**src/rtl/scl_brg_pkg.sv**
```systemverilog
package scl_brg_pkg;

    typedef enum logic [1:0] {
        ST_IDLE    = 2'd0,
        ST_LOW     = 2'd1,
        ST_WAIT_HI = 2'd2,
        ST_HIGH    = 2'd3
    } brg_state_e;

endpackage

```
**src/rtl/brg_phase_strobe.sv**
```systemverilog
module brg_phase_strobe #(
    parameter int PHASES = 4
) (
    input  logic clk,
    input  logic rst_n,
    output logic strobe
);
    localparam int PW = $clog2(PHASES);

    logic [PW-1:0] phase_q;

    always_ff @(posedge clk or negedge rst_n) begin
        if (!rst_n) phase_q <= '0;
        else        phase_q <= phase_q + 1'b1;
    end

    // two strobes per group of four: odd phases
    assign strobe = phase_q[0];

    // strobes never arrive on back-to-back clocks
    assert_strobe_spacing_R3: assert property (@(posedge clk) disable iff (!rst_n)
        strobe |=> !strobe);

endmodule

```
**src/rtl/brg_down_counter.sv**
```systemverilog
module brg_down_counter #(
    parameter int W = 7
) (
    input  logic         clk,
    input  logic         rst_n,
    input  logic         load,
    input  logic [W-1:0] load_val,
    input  logic         dec,
    output logic [W-1:0] count,
    output logic         zero
);
    logic [W-1:0] cnt_q;

    always_ff @(posedge clk or negedge rst_n) begin
        if (!rst_n)   cnt_q <= '0;
        else if (load) cnt_q <= load_val;
        else if (dec)  cnt_q <= cnt_q - 1'b1;
    end

    assign count = cnt_q;
    assign zero  = (cnt_q == '0);

    // the one-shot never wraps below zero
    assert_no_underflow_R7: assert property (@(posedge clk) disable iff (!rst_n)
        (dec && !load) |-> (cnt_q != '0));

endmodule

```
**src/rtl/scl_brg.sv**
```systemverilog
module scl_brg #(
    parameter int CFG_W = 8,
    parameter int RLD_W = 7
) (
    input  logic             clk,
    input  logic             rst_n,
    input  logic [CFG_W-1:0] cfg_reg,
    input  logic             run,
    input  logic             scl_in,
    output logic             tick,
    output logic             running,
    output logic             scl_release
);
    import scl_brg_pkg::*;

    brg_state_e       st_q, st_d;
    logic             strobe;
    logic             load, dec, tick_set;
    logic             zero;
    logic [RLD_W-1:0] count;
    logic [RLD_W-1:0] reload_val;

    assign reload_val = cfg_reg[RLD_W-1:0];

    generate
        if (CFG_W > RLD_W) begin : g_spare_cfg
            logic unused_cfg_hi;
            assign unused_cfg_hi = ^cfg_reg[CFG_W-1:RLD_W];
        end
    endgenerate

    brg_phase_strobe #(.PHASES(4)) u_strobe (
        .clk    (clk),
        .rst_n  (rst_n),
        .strobe (strobe)
    );

    brg_down_counter #(.W(RLD_W)) u_cnt (
        .clk      (clk),
        .rst_n    (rst_n),
        .load     (load),
        .load_val (reload_val),
        .dec      (dec),
        .count    (count),
        .zero     (zero)
    );

    // state register
    always_ff @(posedge clk or negedge rst_n) begin
        if (!rst_n) st_q <= ST_IDLE;
        else        st_q <= st_d;
    end

    // next state and counter control
    always_comb begin
        st_d     = st_q;
        load     = 1'b0;
        dec      = 1'b0;
        tick_set = 1'b0;
        unique case (st_q)
            ST_IDLE: begin
                if (run) begin
                    st_d = ST_LOW;
                    load = 1'b1;
                end
            end
            ST_LOW: begin
                if (!run) begin
                    st_d = ST_IDLE;
                end else if (strobe) begin
                    if (zero) begin
                        st_d     = ST_WAIT_HI;
                        load     = 1'b1;
                        tick_set = 1'b1;
                    end else begin
                        dec = 1'b1;
                    end
                end
            end
            ST_WAIT_HI: begin
                if (!run) begin
                    st_d = ST_IDLE;
                end else if (scl_in) begin
                    st_d = ST_HIGH;
                    load = 1'b1;
                end
            end
            ST_HIGH: begin
                if (!run) begin
                    st_d = ST_IDLE;
                end else if (strobe) begin
                    if (zero) begin
                        st_d     = ST_LOW;
                        load     = 1'b1;
                        tick_set = 1'b1;
                    end else begin
                        dec = 1'b1;
                    end
                end
            end
            default: st_d = ST_IDLE;
        endcase
    end

    // registered outputs
    always_ff @(posedge clk or negedge rst_n) begin
        if (!rst_n) begin
            tick        <= 1'b0;
            running     <= 1'b0;
            scl_release <= 1'b0;
        end else begin
            tick        <= tick_set;
            running     <= (st_d != ST_IDLE);
            scl_release <= (st_d == ST_WAIT_HI) || (st_d == ST_HIGH);
        end
    end

    // single-clock tick
    assert_tick_single_R4: assert property (@(posedge clk) disable iff (!rst_n)
        tick |=> !tick);

    // an idle timer is silent
    assert_idle_silent_R9: assert property (@(posedge clk) disable iff (!rst_n)
        !running |-> !tick);

    // SCL is released together with the tick that ends the low half
    assert_release_on_tick_R5: assert property (@(posedge clk) disable iff (!rst_n)
        $rose(scl_release) |-> tick);

    // a stretched line freezes the loaded count
    assert_stretch_hold_R6: assert property (@(posedge clk) disable iff (!rst_n)
        (st_q == ST_WAIT_HI && run && !scl_in) |=> $stable(count));

endmodule

```
**config.mk**
```make
export PLATFORM = sky130hd
export DESIGN_NAME = scl_brg
export DESIGN_NICKNAME = d
export VERILOG_FILES = /design/src/rtl/scl_brg_pkg.sv /design/src/rtl/brg_phase_strobe.sv /design/src/rtl/brg_down_counter.sv /design/src/rtl/scl_brg.sv
export SDC_FILE = /design/constraint.sdc
export NUM_CORES = 1
export LEC_CHECK = 0
export BUFFER_PORTS_ARGS = -buffer_cell sky130_fd_sc_hd__buf_2
export CELL_PAD_IN_SITES_DETAIL_PLACEMENT = 1
export CELL_PAD_IN_SITES_GLOBAL_PLACEMENT = 1
export CORE_MARGIN = 3
export CORE_UTILIZATION = 41
export CTS_CLUSTER_DIAMETER = 30
export DETAILED_ROUTE_END_ITERATION = 6
export PLACE_DENSITY_LB_ADDON = 0.1
export SETUP_SLACK_MARGIN = 0.1
export SLEW_MARGIN = 20
export SYNTH_ARGS = -nofsm -noshare
export SYNTH_HDL_FRONTEND = slang
export SYNTH_HIERARCHICAL = 1
export SYNTH_SLANG_ARGS = --single-unit
```
**constraint.sdc**
```tcl
create_clock -name clk -period 4.8 [get_ports clk]
set_clock_uncertainty 0.1 [all_clocks]
set_input_delay 0.48 -clock clk [delete_from_list [all_inputs] [get_ports clk]]
set_output_delay 0.48 -clock clk [all_outputs]
set_load 0.005 [all_outputs]
```
==> results of run 1 <==
-- metrics by stage --
| stage | total power [mW] | setup WS (ns) |
|---|---|---|
| final | 0.260 | 2.45 |
| after global routing | 0.279 | 2.28 |
| after CTS | 0.264 | 2.42 |
| after detailed placement | 0.195 | 2.44 |
| after global placement | 0.191 | 2.49 |
| after floorplan | 0.177 | 2.74 |
-- cells by family (layout without fill, tap and decap cells) --
logic type	after synthesis	count (layout)	share of synthesized area, %
AOI/OAI and AO/OA	10	10	10.2
xor gates and xnor gates	4	4	5.19
DFF	13	13	48.1
muxes	2	2	2.96
adders and majority gates	1	1	1.85
and+or+nand+nor	29	29	25.0
buffers and inverters	10	26	6.67
-- worst min-delay path by stage --
stage / startpoint / to / depth (start not counted)
2_1_floorplan: rst_n / running / 0
3_3_place_gp: rst_n / scl_release / 1
3_5_place_dp: rst_n / scl_release / 1
4_1_cts: run / running / 1
5_1_grt: run / running / 1
6_report: run / running / 1
-- cell usage after synthesis (all sizes together) --
cell type	n
dfrtp	13
nand2	12
inv	7
o21ai	6
nor2	5
nand3	4
xnor2	3
a211o	2
a211oi	2
clkbuf	2
mux2i	2
and2	1
and3	1
and4	1
and4bb	1
buf	1
ha	1
nand2b	1
nor3	1
nor3b	1
nor4b	1
xor2	1
-- where the power goes --
part | switching (mW) | leakage [nW] | internal [mW]
sequential | 0.0145 | 0.160 | 0.123
combinational | 0.0273 | 0.198 | 0.0277
clock | 0.0361 | 0.0150 | 0.0322
-- state kept, by name, summed over array words and instances, names as in the netlist --
signal            flops
st_q                  2
scl_release           1
u_strobe/phase_q      1
u_cnt/count           7
tick                  1
running               1
-- worst reg2reg max path, delay by kind of cell (launching register included) --
family	cells	cell delay, ns
compound gates	1	0.18
fa+ha+maj	1	0.24
buf+inv	1	0.07
flops	1	0.43
simple gates	4	1.22
-- final cells by class --
cell class	instances	share of cell area, %
Multi-Input combinational cell	46	38.9
Clock buffer	4	3.34
Sequential cell	13	41.4
Inverter	7	3.34
Tap cell	16	2.55
Timing Repair Buffer	15	10.5
-- timing repair --
item                       in CTS  in global routing
hold buffers                    1                  0
buffers inserted                0                  0
setup endpoints to repair       0                  0
hold endpoints to repair       13                  0
-- routing by layer --
layer	wire, um	share of wire [%]	vias to the layer above
met5	0	0	-
met4	13	1.0	0
met3	87	6.7	2
met2	601	47	14
met1	588	46	233
li1	-	-	260
==> results_dict.tcl, run 1 <==
set metrics [dict create \
    status "completed" \
    syn_nets 82 \
    ys_warn_count 6 \
    root_buffer "clkbuf_4" \
    required_ns 4.86 \
    r2r_end "u_cnt/count[5]" \
    path_clk_slew_ns 0.08 \
    instances_no_fill 101 \
    initial_core_util_pct 44.3 \
    grt_use_met1_pct 17.5 \
    final_cell_mix "13 x buf_2, 13 x dfrtp_1, 12 x nand2_1" \
    holdWs_ns 0.262 \
    firstDrtPassIters 4 \
    vias_per_cell 5.04 \
    use_met2_pct 22.5 \
    report.final.hold_viol_count 0 \
    drv_cap 0 \
    dpl.cell_count 96 \
    rows 14 \
    cts.repair.resized 0 \
    avgSynthCellArea_um2 9.79 \
    worst_pin_slew_ns 0.660 \
    grt_busiest_layer "met2" \
    critPathBufInv 1 \
    crit_start "u_cnt/count[0]" \
    synth_top_area_share_pct 48.1 \
    cts_tree "built" \
    grt_pass1_vias 471 \
    ys_ff_latch 13 \
    synthTopCellsByArea "dfrtp_1 48%, nand2_1 6.7%, inv_1 3.9%, xnor2_1 3.9%, o21ai_0 3.7%" \
    ant_nets 0 \
    antenna_found_initial 0 \
    core_um2 1520 \
    setup_viol_count_final 0 \
    fmax_mhz 426 \
    fin_util_pct 51.6 \
    start_kind "register" \
    vias 509 \
    grt_pass1_wl_um 2080 \
    die_area_um2 2170 \
    cts.htree.levels 1 \
    critPathTopFamily "simple AND/OR/NAND/NOR gates" \
    p_leak_nw 0.373 \
    multi_input_area_um2 305 \
    power_density_nw_per_um2 331 \
    cts.sinks 13 \
    period_minus_slack_ns 2.35 \
    cp_slowest_cell "nor3_1" \
    syn_inst 69 \
    die_x_um 46.6 \
    nNetsFinal 99 \
    register_area_um2 325 \
    clock_latency_ns 0.27 \
    numCtsBuffers 3 \
    setup.worst_path.end "u_cnt/count[5]" \
    drt_iter0_markers 6 \
    io_pins 15 \
    drive_above_1_share_pct 25.9 \
    final_area_um2 786 \
    max_stage_delay_ns 0.57 \
    use_met3_pct 5.86 \
    yosysSeqAreaShare_pct 48.1 \
    wirelength_um 1290 \
    diodes 0 \
    worst_r2r_startpoint "u_cnt/count[0]" \
    cp_max_fo 6 \
    track_usage_pct 14.1 \
    tns_ns 0 \
    path_depth 7 \
    slew_viol_final 0 \
    n_fill_cell 187 \
    drc_errors 0 \
    critPathArrivalTime_ns 2.41 \
    hpwl_um 961 \
    synth_cell_types 25 \
    end_kind "register" \
    cts_buffer_depth 2 \
    io_buffers 13 \
    fin_crit_sh_pct 49.0 \
    relSlewSlack_pct 55.6 \
    dpl-instance-area_um2 749 \
    hold_class "input port to register" \
    reg2reg_depth 7 \
    vdd_ir_drop_max_v 0.000188 \
    area_growth_pct 16.3 \
    post_drt_wl_per_cell_um 12.8 \
    path_class "register to register" \
    synth_area_um2 676 \
    die_h_um 46.6 \
    overflow 0 \
    path_cells "inv_1 -> ha_1 -> and4_1 -> nor3_1 -> nor4b_4 -> a211o_2 -> nand3_1" \
    grt_start_max_net_pins 17 \
    rsz0062_at_grt "no" \
    yosysTopAreaCell "dfrtp_1" \
    r2r_setup_slack_ns 2.45 \
    gp_congestion 0.678 \
]
Note: power is estimated with default switching activity, not from simulation.
==> run 2, diff against run 1 <==
- ABC_AREA: not set -> 1
- CORE_UTILIZATION: 41 -> 37
- clock period: 4.8 -> 2.36 ns (I/O delays scaled with it)
==> run 2 against run 1 <==
Net effect: sequential share of layout area shrank 3.3 points; non-clock buffer count is 1 higher; first-iteration DRC count shrank 17%; count of clock-buffer cells in the layout did not move; synthesized cell count rose by 30%; sequential cell count unchanged; clock power is 100% higher; routed wire length increased by 25%; fmax rose by 15%; total power rose to 2.7 times the previous value; worst setup slack worse by 2.1 ns; core utilization shrank 3.2 points; largest cell class unchanged; highest routed layer unchanged.
==> results_dict.tcl, run 2 <==
set metrics [dict create \
    status "completed" \
    required_ns 2.42 \
    grt_pass1_wl_um 2970 \
    synthXorXnorAreaFrac_pct 0 \
    vdd_ir_drop_max_v 0.000317 \
    die_h_um 49.8 \
    clock_latency_ns 0.27 \
    synthArstFlopShare_pct 100 \
    die_area_um2 2480 \
    drv_cap 0 \
    tns_ns 0 \
    vias 627 \
    initial_core_util_pct 40.3 \
    firstDrtPassIters 4 \
    cts_tree "built" \
    path_clk_slew_ns 0.08 \
    synth_top_area_share_pct 45.8 \
    p_leak_nw 0.467 \
    vias_per_cell 4.71 \
    path_cells "inv_1 -> ha_2 -> nand2_1 -> nor2_1 -> nand2_1 -> inv_1 -> nand2_2 -> nor2_4 -> inv_1 -> nand3_2 -> inv_4 -> nand2_4 -> clkinv_4 -> nand3_1 -> nand3_1" \
    end_kind "register" \
    root_buffer "clkbuf_4" \
    crit_top_cell "inv_1" \
    fmax_mhz 488 \
    path_depth 15 \
    worst_pin_slew_ns 0.439 \
    nNetsFinal 122 \
    rows 15 \
    final_cell_mix "19 x nand2_1, 13 x buf_2, 13 x dfrtp_1" \
    r2r_setup_slack_ns 0.31 \
    drive_above_1_share_pct 29.6 \
    cts_buffer_depth 2 \
    post_drt_wl_per_cell_um 12.1 \
    area_growth_pct 20.1 \
    synth_commonest_cells "20 x nand2_1, 13 x dfrtp_1, 12 x inv_1" \
    grt_start_max_net_pins 14 \
    report.final.hold_viol_count 0 \
    hpwl_um 1270 \
    ys_warn_count 6 \
    yosys-mux-area-fraction_pct 0 \
    fin_util_pct 48.4 \
    numCtsBuffers 3 \
    relSlewSlack_pct 70.6 \
    reg2reg_depth 15 \
    worst_r2r_startpoint "u_cnt/count[1]" \
    drc_errors 0 \
    cts_setup_buffers 0 \
    synth_top_family_by_area "simple AND/OR/NAND/NOR gates" \
    synth_area_um2 711 \
    largest_reg_flops 7 \
    track_usage_pct 15.7 \
    overflow 0 \
    avgSynthCellArea_um2 7.90 \
    fin_ws_ns 0.309 \
    path_class "register to register" \
    diodes 0 \
    fin_crit_sh_pct 86.9 \
    drt_iter0_markers 5 \
    yosysSeqAreaShare_pct 45.8 \
    r2r_end "u_cnt/count[4]" \
    power_density_nw_per_um2 826 \
    rsz0062_at_grt "no" \
    die_x_um 49.8 \
    yosys.cell_count.top_type "nand2_1" \
    syn_inst 90 \
    cts.sinks 13 \
    critPathBufInv 5 \
    critPathTopFamily "simple AND/OR/NAND/NOR gates" \
    yosysTopAreaCell "dfrtp_1" \
    cp_max_fo 5 \
    critPathArrivalTime_ns 2.11 \
    cp_slowest_cell "dfrtp_1" \
    period_minus_slack_ns 2.05 \
    start_kind "register" \
    gp_congestion 0.766 \
    io_pins 15 \
    ant_nets 0 \
    synth_cell_types 23 \
    layout_commonest_cell "nand2_1" \
    syn_nets 103 \
    cts.htree.levels 1 \
    synthTopCellsByArea "dfrtp_1 46%, nand2_1 11%, nand3_1 7.7%, inv_1 6.3%, nor2_1 4.8%" \
    slew_viol_final 0 \
    crit_start "u_cnt/count[1]" \
    setup.worst_path.end "u_cnt/count[4]" \
    core_um2 1760 \
    hold_class "input port to register" \
    dpl-instance-area_um2 807 \
    synth_edf_count 0 \
    io_buffers 13 \
    max_stage_delay_ns 0.39 \
    synth_compound_area_share_pct 7.22 \
    wirelength_um 1610 \
    setup_viol_count_final 0 \
    final_area_um2 853 \
    dp_slack_ns 0.181 \
    synthAdderAreaFrac_pct 1.76 \
    synth_ff_type "dfrtp_1" \
    n_fill_cell 241 \
    yosys.area_share.simple_pct 33.6 \
    ys_ff_latch 13 \
    antenna_found_initial 0 \
    grt_pass1_vias 694 \
]
==> run 2: cell types whose count changed after synthesis, sizes merged, moves of 3 or more <==
cell,delta
nand3,+8
a22oi,+3
nor2,+8
nand2,+10
o21ai,-4
inv,+8
xnor2,-3
==> run 2: cells by family (layout without fill, tap and decap cells) <==
group           count (synthesis)  in the layout
compound gates                  8              8
fa+ha+maj                       1              1
buf+inv                        18             36
flops                          13             13
simple gates                   50             50
==> run 2: worst min-delay path by stage <==
stage / end / from / cells past startpoint / slack, ns
after CTS: running / run / 1 / 0.03
after floorplan: running / rst_n / 0 / -0.16
after global placement: u_cnt/count[1] / rst_n / 1 / 0.04
final: running / run / 1 / 0.04
after global routing: running / run / 1 / 0.02
after detailed placement: scl_release / rst_n / 1 / 0.04
==> run 2: worst reg2reg max path, cell delays in order, from the launching register on <==
cell	delay, ns
dfrtp_1	0.39
inv_1	0.10
ha_2	0.21
nand2_1	0.08
nor2_1	0.10
nand2_1	0.08
inv_1	0.11
nand2_2	0.08
nor2_4	0.11
inv_1	0.06
nand3_2	0.12
inv_4	0.06
nand2_4	0.08
clkinv_4	0.07
nand3_1	0.10
nand3_1	0.08
==> run 2: what timing repair did <==
item,CTS,global route
gates resized for setup,0,3
setup endpoints to repair,0,7
hold buffers,1,0
hold endpoints to repair,13,0
==> run 2: power by group <==
group	switching [mW]	internal, mW	total, mW
logic	0.154	0.0970	0.251
clock network	0.0728	0.0655	0.138
registers	0.0452	0.270	0.316
==> run 2: layer usage <==
layer,vias up,GRT usage (%),wire (um),part of all wire (%)
met1,289,20.8,842,52
met3,4,2.72,51,3.2
met2,11,24.2,684,43
met5,-,0,0,0
li1,323,-,-,-
met4,0,8.29,30,1.9
==> run 2: cell type report <==
class	count	area [um^2]	share of cell area, %
Clock buffer	4	26.3	3.08
Multi-Input combinational cell	59	313	36.7
Timing Repair Buffer	16	90.1	10.6
Inverter	16	67.6	7.92
Tap cell	25	31.3	3.67
Sequential cell	13	325	38.1
==> run 2: metrics by stage <==
step,hold slack [ns],std cells,total power [mW]
detailed placement,0.0413,128,0.566
floorplan,-0.160,90,0.497
finish,0.0387,133,0.705
CTS,0.0260,133,0.713
global route,0.0233,133,0.775
global placement,0.0389,128,0.555
